<file path="src/rtl/spi_ctrl_pkg.sv">
package spi_ctrl_pkg;
  localparam int ADDR_W = 3;
  localparam int RATE_W = 2;

  typedef enum logic [ADDR_W-1:0] {
    REG_CTRL  = 3'd0,
    REG_STAT  = 3'd1,
    REG_PRESC = 3'd2,
    REG_DATA  = 3'd3,
    REG_AUX   = 3'd4
  } reg_addr_e;

  typedef struct packed {
    logic              irq_en;
    logic              out_en;
    logic              master;
    logic              cpol;
    logic              cpha;
    logic [RATE_W-1:0] rate;
  } ctrl_t;
endpackage

</file>
<file path="src/rtl/spi_sync.sv">
module spi_sync #(
  parameter int             W       = 1,
  parameter logic [W-1:0]   RST_VAL = '0
) (
  input  logic         clk_i,
  input  logic         rst_ni,
  input  logic [W-1:0] d_i,
  output logic [W-1:0] q_o
);
  logic [W-1:0] meta_q, sync_q;

  always_ff @(posedge clk_i or negedge rst_ni) begin
    if (!rst_ni) begin
      meta_q <= RST_VAL;
      sync_q <= RST_VAL;
    end else begin
      meta_q <= d_i;
      sync_q <= meta_q;
    end
  end

  assign q_o = sync_q;
endmodule

</file>
<file path="src/rtl/spi_baud_gen.sv">
module spi_baud_gen #(
  parameter int PRE_W  = 8,
  parameter int RS_W   = 2
) (
  input  logic             clk_i,
  input  logic             rst_ni,
  input  logic             run_i,
  input  logic [PRE_W-1:0] presc_i,
  input  logic [RS_W-1:0]  rate_i,
  input  logic             div2_i,
  output logic             tick_o
);
  localparam int SH_MAX = 1 << RS_W;
  localparam int CNT_W  = PRE_W + 1 + SH_MAX;

  logic [CNT_W-1:0] base, lim, cnt_q;
  logic [RS_W:0]    shamt;

  always_comb begin
    base  = CNT_W'(presc_i) + CNT_W'(1);
    shamt = {1'b0, rate_i} + {{RS_W{1'b0}}, div2_i};
    lim   = base << shamt;
  end

  assign tick_o = run_i && (cnt_q == lim - CNT_W'(1));

  always_ff @(posedge clk_i or negedge rst_ni) begin
    if (!rst_ni)      cnt_q <= '0;
    else if (!run_i)  cnt_q <= '0;
    else if (tick_o)  cnt_q <= '0;
    else              cnt_q <= cnt_q + CNT_W'(1);
  end
endmodule

</file>
<file path="src/rtl/spi_shifter.sv">
module spi_shifter #(
  parameter int DATA_W = 8
) (
  input  logic              clk_i,
  input  logic              rst_ni,
  input  logic              clr_i,
  input  logic              load_i,
  input  logic [DATA_W-1:0] load_data_i,
  input  logic              edge_i,
  input  logic              cpha_i,
  input  logic              in_bit_i,
  output logic              out_bit_o,
  output logic              active_o,
  output logic              done_o,
  output logic [DATA_W-1:0] rx_o
);
  localparam int EDGES = 2 * DATA_W;
  localparam int CNT_W = $clog2(EDGES + 1);

  logic [CNT_W-1:0]  cnt_q, nth;
  logic [DATA_W-1:0] tx_q, rx_q, rx_nxt;
  logic              odd, smp, shf;

  always_comb begin
    nth    = cnt_q + CNT_W'(1);
    odd    = nth[0];
    smp    = edge_i && (odd != cpha_i);
    // phase 1: first leading edge only presents the MSB already on the line
    shf    = edge_i && (odd == cpha_i) &&
             (cpha_i ? (nth != CNT_W'(1)) : (nth != CNT_W'(EDGES)));
    done_o = edge_i && (nth == CNT_W'(EDGES));
    rx_nxt = {rx_q[DATA_W-2:0], in_bit_i};
    rx_o   = smp ? rx_nxt : rx_q;
  end

  always_ff @(posedge clk_i or negedge rst_ni) begin
    if (!rst_ni) begin
      cnt_q <= '0;
      tx_q  <= '0;
      rx_q  <= '0;
    end else begin
      if (clr_i || done_o) cnt_q <= '0;
      else if (edge_i)     cnt_q <= nth;
      if (load_i)          tx_q  <= load_data_i;
      else if (shf)        tx_q  <= {tx_q[DATA_W-2:0], 1'b0};
      if (smp)             rx_q  <= rx_nxt;
    end
  end

  assign out_bit_o = tx_q[DATA_W-1];
  assign active_o  = (cnt_q != '0);

  assert_load_idle_R8: assert property (@(posedge clk_i) disable iff (!rst_ni)
    load_i |-> (cnt_q == '0));
endmodule

</file>
<file path="src/rtl/spi_serial_ctrl.sv">
module spi_serial_ctrl
  import spi_ctrl_pkg::*;
#(
  parameter int DATA_W = 8,
  parameter int PRE_W  = 8
) (
  input  logic              clk_i,
  input  logic              rst_ni,
  input  logic [ADDR_W-1:0] addr_i,
  input  logic              wr_i,
  input  logic              rd_i,
  input  logic [DATA_W-1:0] wdata_i,
  output logic [DATA_W-1:0] rdata_o,
  input  logic              sck_i,
  output logic              sck_o,
  output logic              sck_oe_o,
  input  logic              ss_ni,
  input  logic              mosi_i,
  output logic              mosi_o,
  output logic              mosi_oe_o,
  input  logic              miso_i,
  output logic              miso_o,
  output logic              miso_oe_o,
  output logic              irq_o
);
  localparam int CTRL_W = $bits(ctrl_t);

  logic              sck_s, ss_s, mosi_s, miso_s, sck_d;
  ctrl_t             ctrl_q;
  logic [PRE_W-1:0]  presc_q;
  logic              div2_q, irq_sel_q;
  logic              flag_q, armed_q, busy_q, sck_q;
  logic [DATA_W-1:0] rx_buf_q, sh_rx;
  logic              tick, sh_edge, sh_done, sh_active, sh_out, sh_in, sh_clr;
  logic              wr_ctrl, wr_data, wr_presc, wr_aux, rd_stat, rd_data;
  logic              fault, wr_ok, load, start;

  spi_sync #(.W(4), .RST_VAL(4'b0100)) u_sync (
    .clk_i (clk_i),
    .rst_ni(rst_ni),
    .d_i   ({sck_i, ss_ni, mosi_i, miso_i}),
    .q_o   ({sck_s, ss_s, mosi_s, miso_s})
  );

  always_comb begin
    wr_ctrl  = wr_i && (addr_i == REG_CTRL);
    wr_data  = wr_i && (addr_i == REG_DATA);
    wr_presc = wr_i && (addr_i == REG_PRESC);
    wr_aux   = wr_i && (addr_i == REG_AUX);
    rd_stat  = rd_i && (addr_i == REG_STAT);
    rd_data  = rd_i && (addr_i == REG_DATA);
    fault    = ctrl_q.master && !ss_s;
    wr_ok    = (!flag_q || armed_q) && (ctrl_q.master ? !busy_q : !sh_active);
    load     = wr_data && wr_ok && !fault;
    start    = load && ctrl_q.master;
    sh_edge  = ctrl_q.master ? (busy_q && tick) : (!ss_s && (sck_s ^ sck_d));
    sh_clr   = ctrl_q.master ? fault : ss_s;
    sh_in    = ctrl_q.master ? miso_s : mosi_s;
  end

  spi_baud_gen #(.PRE_W(PRE_W), .RS_W(RATE_W)) u_baud (
    .clk_i  (clk_i),
    .rst_ni (rst_ni),
    .run_i  (busy_q),
    .presc_i(presc_q),
    .rate_i (ctrl_q.rate),
    .div2_i (div2_q),
    .tick_o (tick)
  );

  spi_shifter #(.DATA_W(DATA_W)) u_shift (
    .clk_i      (clk_i),
    .rst_ni     (rst_ni),
    .clr_i      (sh_clr),
    .load_i     (load),
    .load_data_i(wdata_i),
    .edge_i     (sh_edge),
    .cpha_i     (ctrl_q.cpha),
    .in_bit_i   (sh_in),
    .out_bit_o  (sh_out),
    .active_o   (sh_active),
    .done_o     (sh_done),
    .rx_o       (sh_rx)
  );

  always_ff @(posedge clk_i or negedge rst_ni) begin
    if (!rst_ni) begin
      ctrl_q    <= '0;
      presc_q   <= '0;
      div2_q    <= 1'b0;
      irq_sel_q <= 1'b0;
      sck_d     <= 1'b0;
    end else begin
      sck_d <= sck_s;
      if (wr_ctrl)  ctrl_q  <= ctrl_t'(wdata_i[CTRL_W-1:0]);
      if (wr_presc) presc_q <= wdata_i[PRE_W-1:0];
      if (wr_aux) begin
        div2_q    <= wdata_i[0];
        irq_sel_q <= wdata_i[1];
      end
      if (fault) begin
        ctrl_q.master <= 1'b0;
        ctrl_q.out_en <= 1'b0;
      end
    end
  end

  always_ff @(posedge clk_i or negedge rst_ni) begin
    if (!rst_ni) begin
      busy_q <= 1'b0;
      sck_q  <= 1'b0;
    end else begin
      if (fault)                          busy_q <= 1'b0;
      else if (start)                     busy_q <= 1'b1;
      else if (sh_done && ctrl_q.master)  busy_q <= 1'b0;
      if (!busy_q)   sck_q <= ctrl_q.cpol;
      else if (tick) sck_q <= ~sck_q;
    end
  end

  always_ff @(posedge clk_i or negedge rst_ni) begin
    if (!rst_ni) begin
      flag_q   <= 1'b0;
      armed_q  <= 1'b0;
      rx_buf_q <= '0;
    end else if (sh_done) begin
      flag_q   <= 1'b1;
      armed_q  <= 1'b0;
      rx_buf_q <= sh_rx;
    end else begin
      if (rd_stat && flag_q) armed_q <= 1'b1;
      if (rd_data && armed_q) begin
        flag_q  <= 1'b0;
        armed_q <= 1'b0;
      end
    end
  end

  always_comb begin
    unique case (addr_i)
      REG_CTRL:  rdata_o = DATA_W'(ctrl_q);
      REG_STAT:  rdata_o = {flag_q, {(DATA_W-1){1'b0}}};
      REG_PRESC: rdata_o = DATA_W'(presc_q);
      REG_DATA:  rdata_o = rx_buf_q;
      REG_AUX:   rdata_o = DATA_W'({irq_sel_q, div2_q});
      default:   rdata_o = '0;
    endcase
  end

  assign sck_o     = sck_q;
  assign sck_oe_o  = ctrl_q.master && ctrl_q.out_en;
  assign mosi_o    = ctrl_q.master && sh_out;
  assign mosi_oe_o = ctrl_q.master && ctrl_q.out_en;
  assign miso_o    = !ctrl_q.master && sh_out;
  assign miso_oe_o = !ctrl_q.master && ctrl_q.out_en && !ss_s;
  assign irq_o     = flag_q && ctrl_q.irq_en && irq_sel_q;

  assert_mode_fault_R9: assert property (@(posedge clk_i) disable iff (!rst_ni)
    (ctrl_q.master && !ss_s) |=> (!ctrl_q.master && !ctrl_q.out_en));

  assert_write_inhibit_R8: assert property (@(posedge clk_i) disable iff (!rst_ni)
    (wr_data && flag_q && !armed_q && ctrl_q.master && !busy_q) |=> !busy_q);

  assert_clear_seq_R7: assert property (@(posedge clk_i) disable iff (!rst_ni)
    $fell(flag_q) |-> ($past(armed_q) && $past(rd_i)));

  assert_sck_idle_R5: assert property (@(posedge clk_i) disable iff (!rst_ni)
    (sh_done && ctrl_q.master) |=> (sck_q == ctrl_q.cpol));

  assert_irq_raise_R6: assert property (@(posedge clk_i) disable iff (!rst_ni)
    (sh_done && ctrl_q.irq_en && irq_sel_q) |=> irq_o);
endmodule

</file>
<file path="config.mk">
export PLATFORM = sky130hd
export DESIGN_NAME = spi_serial_ctrl
export DESIGN_NICKNAME = d
export VERILOG_FILES = /design/src/rtl/spi_ctrl_pkg.sv /design/src/rtl/spi_sync.sv /design/src/rtl/spi_baud_gen.sv /design/src/rtl/spi_shifter.sv /design/src/rtl/spi_serial_ctrl.sv
export SDC_FILE = /design/constraint.sdc
export NUM_CORES = 1
export LEC_CHECK = 0
export BUFFER_PORTS_ARGS = -buffer_cell sky130_fd_sc_hd__buf_2
export CORE_ASPECT_RATIO = 1.25
export CORE_MARGIN = 3
export CORE_UTILIZATION = 62
export CTS_CLUSTER_SIZE = 25
export DETAILED_ROUTE_END_ITERATION = 16
export PLACE_DENSITY = 0.81
export SKIP_LAST_GASP = 1
export SYNTH_ARGS = -nofsm -noshare
export SYNTH_HDL_FRONTEND = slang
export SYNTH_SLANG_ARGS = --single-unit
export TNS_END_PERCENT = 1
</file>
<file path="constraint.sdc">
create_clock -name clk_i -period 4.9 [get_ports clk_i]
set_clock_uncertainty 0.2 [all_clocks]
set_input_delay 0.735 -clock clk_i [delete_from_list [all_inputs] [get_ports clk_i]]
set_output_delay 0.735 -clock clk_i [all_outputs]
set_load 0.02 [all_outputs]
</file>
Yosys cells after proc, flatten, opt, wreduce, memory -nomap -nowiden
Cells that the tools add are included.
{"block": "totals", "ff_bits": 72, "inputBits": 19, "output_inout_bits": 15, "elab_cells": 109}
{"block": "op_classes", "addsub": 5, "n_eq_ne": 11, "shift": 1, "mux": 25, "n_bitwise": 2, "reduce_logical": 44}
{"cell": "8-bit case mux with 5 select lines", "n": 1}
{"cell": "1-bit logical AND", "n": 28}
{"cell": "13-bit two-way mux", "n": 2}
{"cell": "8-bit two-way mux", "n": 3}
{"cell": "1-bit two-way mux", "n": 15}
{"cell": "13-bit by 1-bit adder with 13-bit output (second input constant)", "n": 1}
{"cell": "13-bit equality test", "n": 1}
{"cell": "13-bit by 3-bit left shift with 13-bit output", "n": 1}
{"cell": "13-bit by 1-bit subtractor with 13-bit output (second input constant)", "n": 1}
{"cell": "5-bit two-way mux", "n": 2}
{"cell": "8-bit by 1-bit adder with 9-bit output (second input constant)", "n": 1}
{"cell": "2-bit nonzero test", "n": 4}
{"cell": "3-bit by 2-bit equality test with 1-bit output (second input constant)", "n": 2}
{"cell": "1-bit zero test", "n": 6}
{"cell": "6-bit two-way mux", "n": 1}
{"cell": "3-bit nonzero test", "n": 2}
{"cell": "5-bit by 1-bit adder with 5-bit output (second input constant)", "n": 1}
{"cell": "5-bit equality test (second input constant)", "n": 1}
{"cell": "5-bit by 1-bit != test with 1-bit output (second input constant)", "n": 1}
{"cell": "5-bit != test (second input constant)", "n": 1}
{"cell": "5-bit nonzero test", "n": 1}
{"cell": "2-bit by 1-bit adder with 3-bit output", "n": 1}
{"cell": "3-bit by 1-bit equality test with 1-bit output (second input constant)", "n": 1}
{"cell": "3-bit equality test (second input constant)", "n": 1}
{"cell": "8 further kinds", "n": 9}

Logic depth before layout (Yosys ltp)
{"block": "logic_depth", "word_depth": 12, "mapped_depth": 19, "ltp_nobuf": 17}

By module
A second synthesis with hierarchy kept.
{"block": "hier_totals", "hier_cells": 516, "area_unflattened_um2": 5107.4}
{"mod": "spi_baud_gen", "n_inst": 1, "cells_per_inst": 289, "area_per_inst_um2": 2270.9}
{"mod": "spi_serial_ctrl", "n_inst": 1, "cells_per_inst": 129, "area_per_inst_um2": 1546.5}
{"mod": "spi_shifter", "n_inst": 1, "cells_per_inst": 90, "area_per_inst_um2": 1087.3}
{"mod": "spi_sync", "n_inst": 1, "cells_per_inst": 8, "area_per_inst_um2": 202.7}

Worst setup path before layout
No wires, ideal clock.
{"block": "synth_timing", "path_type": "register to register", "startpoint": "register ctrl_q[0] in the netlist's numbering", "endpoint": "register rx_buf_q[0]", "t_arrival_ps": 3699, "required_ps": 4575, "slack_ps": 876, "stages_incl_launch_ff": 19, "cell_sequence": "dfrtp_1 ha_1 clkbuf_1 clkbuf_1 nand2b_1 a21oi_1 nand2_1 ha_1 xor2_1 nand3b_1 a22oi_1 a21oi_1 o32a_1 nor2_1 o2111a_1 nand4_1 o21a_4 nor2_8 mux2_2"}
{"block": "synth_between", "elab_chain_cells": 9, "word_cells_on_any_way": 10, "classes_between": "add/sub: 2; eq/ne: 1; shift: 1; mux: 2; reduce/logical: 4"}
{"item": "start, declared", "line_no": "spi_serial_ctrl.sv:29", "text": "ctrl_t ctrl_q;"}
{"item": "start signal, assigned", "line_no": "spi_serial_ctrl.sv:95", "text": "if (wr_ctrl) ctrl_q <= ctrl_t'(wdata_i[CTRL_W-1:0]);"}
{"item": "2-bit by 1-bit adder with 3-bit output *", "line_no": "spi_baud_gen.sv:21", "text": "shamt = {1'b0, rate_i} + {{RS_W{1'b0}}, div2_i};"}
{"item": "13-bit by 3-bit left shift with 13-bit output *", "line_no": "spi_baud_gen.sv:22", "text": "lim = base << shamt;"}
{"item": "13-bit by 1-bit subtractor with 13-bit output *", "line_no": "spi_baud_gen.sv:25", "text": "assign tick_o = run_i && (cnt_q == lim - CNT_W'(1));"}
{"item": "13-bit equality test *", "line_no": "spi_baud_gen.sv:25"}
{"item": "1-bit logical AND *", "line_no": "spi_baud_gen.sv:25"}
{"item": "1-bit logical AND *", "line_no": "spi_serial_ctrl.sv:56", "text": "sh_edge = ctrl_q.master ? (busy_q && tick) : (!ss_s && (sck_s ^ sck_d));"}
{"item": "1-bit two-way mux *", "line_no": "spi_serial_ctrl.sv:56"}
{"item": "1-bit logical AND", "line_no": "spi_shifter.sv:27", "text": "smp = edge_i && (odd != cpha_i);"}
{"item": "8-bit two-way mux"}
{"item": "end signal, assigned", "line_no": "spi_serial_ctrl.sv:129", "text": "rx_buf_q <= sh_rx;"}
{"item": "end, declared", "line_no": "spi_serial_ctrl.sv:33", "text": "logic [DATA_W-1:0] rx_buf_q, sh_rx;"}
Every way passes the cells marked *; elsewhere a longest branch is shown, timed or not.
A chain may end at the register's enable or synchronous reset.

Worst setup path after layout
{"block": "layout_timing", "startpoint": "register ctrl_q[0] in the netlist's numbering", "endpoint": "register rx_buf_q[1]"}
Same word-level chain as after synthesis.

==> metrics.csv <==
metric,value,unit
status,"complete, no violations",
crit-path leading delay family,simple AND/OR/NAND/NOR gates,
H-tree depth,3,
first-pass GRT wire length,19900,um
all-layer global routing usage,0.273,
post-synth top area cell,dfrtp_1,
Final Hold Violating Endpoints,0,
Die Height,107,um
min cycle time layout,4.55,ns
Core Region,0.00788,mm^2
clk_lat worst skew,0.34,ns
share of cells above drive strength 1,0.268,
PnR worst setup slack,0.351,ns
startpoint class of the critical path,register,
Pwr Density,499,mW/mm^2
final setup fails,0,
die width,87.0,um
worst reg2reg setup slack,0.35,ns
clk buf depth,2,
Pwr Total,2.76,mW
hold_buf cts,0,
GRT overflow,0,
register area,0.00180,mm^2
number of setup buffers added after CTS,0,
Num Clock Sinks,72,
Post-DP Area,0.00528,mm^2
Critical-path top delay cell,ha_2,
Slew Limit Fails,0,
"count leader, synth",dfrtp_1,
synthesis-stage register bit count,72,
"Reg clk slew, reported paths",0.07,ns
crit path DAT,4.58,ns
WP buf/inv,0,
Crit Path Category,reg -> reg,
mux share of post-synthesis cell area,0.159,
full die area,0.00934,mm^2
largest cells by area after synthesis,"dfrtp_1 (34%), mux2_2 (10%), nor2_1 (3.2%), xnor2_1 (2.6%), xor2_1 (2.4%)",
Post-Synth XOR/XNOR Area,0.0543,
largest net degree at the start of global routing,50,
WP data required,4.93,ns
initial core utilization,0.646,
complex-gate fraction of the synthesized area,0.174,
CTS resizes,0,
Worst Hold Class,reg -> reg,
Synth Area in Simple Gates,0.202,
TritonCTS clock tree,built,
Netlist Area Pre-Place,0.00509,mm^2
CP Cell Sequence,ha_1 -> ha_2 -> or2_2 -> nor2_1 -> nand2_1 -> ha_1 -> xor2_1 -> nand3b_1 -> a22oi_1 -> a21oi_1 -> o32a_1 -> nor2_1 -> o2111a_1 -> nand4_1 -> o21a_4 -> nor2_8 -> mux2_2,
LEAKAGE,2.38,nW
Setup WS pre-CTS,0.273,ns
setup TNS,0,ns
Critical Path Fanout Max,25,
Finished Layout Cells,625,
design area,0.00553,mm^2
# nets final,552,
Num CTS Buffers,9,
Max-cap violations,0,
"Top FF cell, synth",dfrtp_1,
WHS,0.151,ns
RSZ-0062 raised after global routing,false,
Initial DRC Count,246,
Detail Route Antenna Nets,0,
vias,4021,
Util after Layout,0.702,
Routed WL,12100,um
synth cell count leaders,"dfrtp_1 (70), mux2_2 (46), nor2_1 (44)",
Slew @ Worst Pin,1.15,ns
Achievable Freq,220,MHz
initial antenna violation count,0,
"slowest stage delay, CP",0.42,ns
Synth Instances,504,
asr flop ratio synth,1.00,
area of the multi-input gates,0.00310,mm^2
crit end category,register,
Post-synth EDFFs,0,
boundary pin count,34,
Post-route DRC,0,
Root Buffer,clkbuf_8,
Max IR drop VDD,0.000528,V
vias per cell,6.43,
combinational family with the most area after synthesis,simple AND/OR/NAND/NOR gates,
WL/cell,19.3,um
Placed Cells incl. Taps,609,
# rows,36,
Filler cells,580,
antenna fix cells,0,
Yosys top cell area share,0.344,
area delta synth->final,8.73,%
number of distinct library cells after synthesis,89,
crit share post-route,0.928,
vias in the first global route,4016,
DP Wirelength,8880,um
drt pass-1 iters,5,
IO buf count,33,
Mean Syn Cell Area,10.1,um^2
post-synthesis sequential area ratio,0.355,
GPL Wtd Cong,0.896,
Synthesized Nets,531,
relative slew slack,0.231,
post-synthesis adder-cell area fraction,0.0197,
YS warnings,0,
==> area by class of cell <==
class,instances,area share
clock buffer,12,0.0280
tap,95,0.0215
sequential,72,0.326
inverter,16,0.0109
clock inverter,4,0.0179
multi-input combinational,389,0.560
timing repair buffer,37,0.0353
==> cells by family (layout without fill, tap and decap cells) <==
| logic type | Yosys count | count (layout) |
|---|---|---|
| buffers and inverters | 43 | 69 |
| muxes | 69 | 69 |
| and+or+nand+nor | 179 | 179 |
| AOI/OAI and AO/OA | 103 | 103 |
| DFF | 72 | 72 |
| adders and majority gates | 8 | 8 |
| xor gates and xnor gates | 30 | 30 |
==> state kept, by name (all words and copies together) (netlist names) <==
| name | cells |
|---|---|
| u_baud.cnt_q | 13 |
| presc_q | 8 |
| rx_buf_q | 8 |
| u_shift.rx_q | 8 |
| u_shift.tx_q | 8 |
| ctrl_q | 7 |
| u_shift.cnt_q | 5 |
| u_sync.meta_q | 4 |
| u_sync.q_o | 4 |
| armed_q | 1 |
| busy_q | 1 |
| div2_q | 1 |
| flag_q | 1 |
| irq_sel_q | 1 |
| sck_d | 1 |
| sck_o | 1 |
==> placed cells by master, fill, tap and decap left out, types with 3 or more instances in the layout <==
cell,count
dfrtp_1,70
mux2_2,46
nor2_1,44
buf_2,33
nand2_1,29
nand3_1,21
a21oi_1,19
inv_1,15
xnor2_1,15
nor3_1,15
xor2_1,14
o21ai_0,12
clkbuf_8,11
and3_1,10
mux2i_1,8
a31oi_1,8
mux2_4,8
nand2b_1,7
and2_1,7
ha_1,7
nand4_1,6
mux2_1,6
a22oi_1,5
o211ai_1,5
or3_1,5
nor2b_1,5
o31ai_1,5
nand3b_1,4
buf_4,4
o21a_1,3
o211a_1,3
a21o_1,3
bufinv_16,3
==> path summary, 6_finish.rpt <==
path / to / depth (start not counted) / startpoint
hold reg to reg: u_sync.q_o[3]$_DFF_PN0_ / 0 / u_sync.meta_q[3]$_DFF_PN0_
setup reg to reg: rx_buf_q[1]$_DFFE_PN0P_ / 17 / ctrl_q[0]$_DFFE_PN0P_
max in group asynchronous: u_sync.q_o[2]$_DFF_PN1_ / 2 / rst_ni
hold / removal: u_sync.q_o[3]$_DFF_PN0_ / 0 / u_sync.meta_q[3]$_DFF_PN0_
min in group asynchronous: u_baud.cnt_q[9]$_DFF_PN0_ / 1 / rst_ni
setup / recovery: rx_buf_q[1]$_DFFE_PN0P_ / 17 / ctrl_q[0]$_DFFE_PN0P_
==> report_power, final <==
part / leakage (nW) / switching, mW / total (mW) / internal [mW]
combinational: 1.33 / 0.735 / 1.32 / 0.590
clock: 0.127 / 0.219 / 0.588 / 0.368
sequential: 0.927 / 0.142 / 0.850 / 0.707
total: 2.38 / 1.10 / 2.76 / 1.67
==> metal layers <==
layer / share of wire / vias up / global-route usage
li1: - / 1910 / -
met1: 0.40 / 1973 / 0.327
met2: 0.53 / 108 / 0.477
met3: 0.036 / 30 / 0.0490
met4: 0.029 / 0 / 0.110
met5: 0 / - / 0
Power figures use the tool's default switching activity.
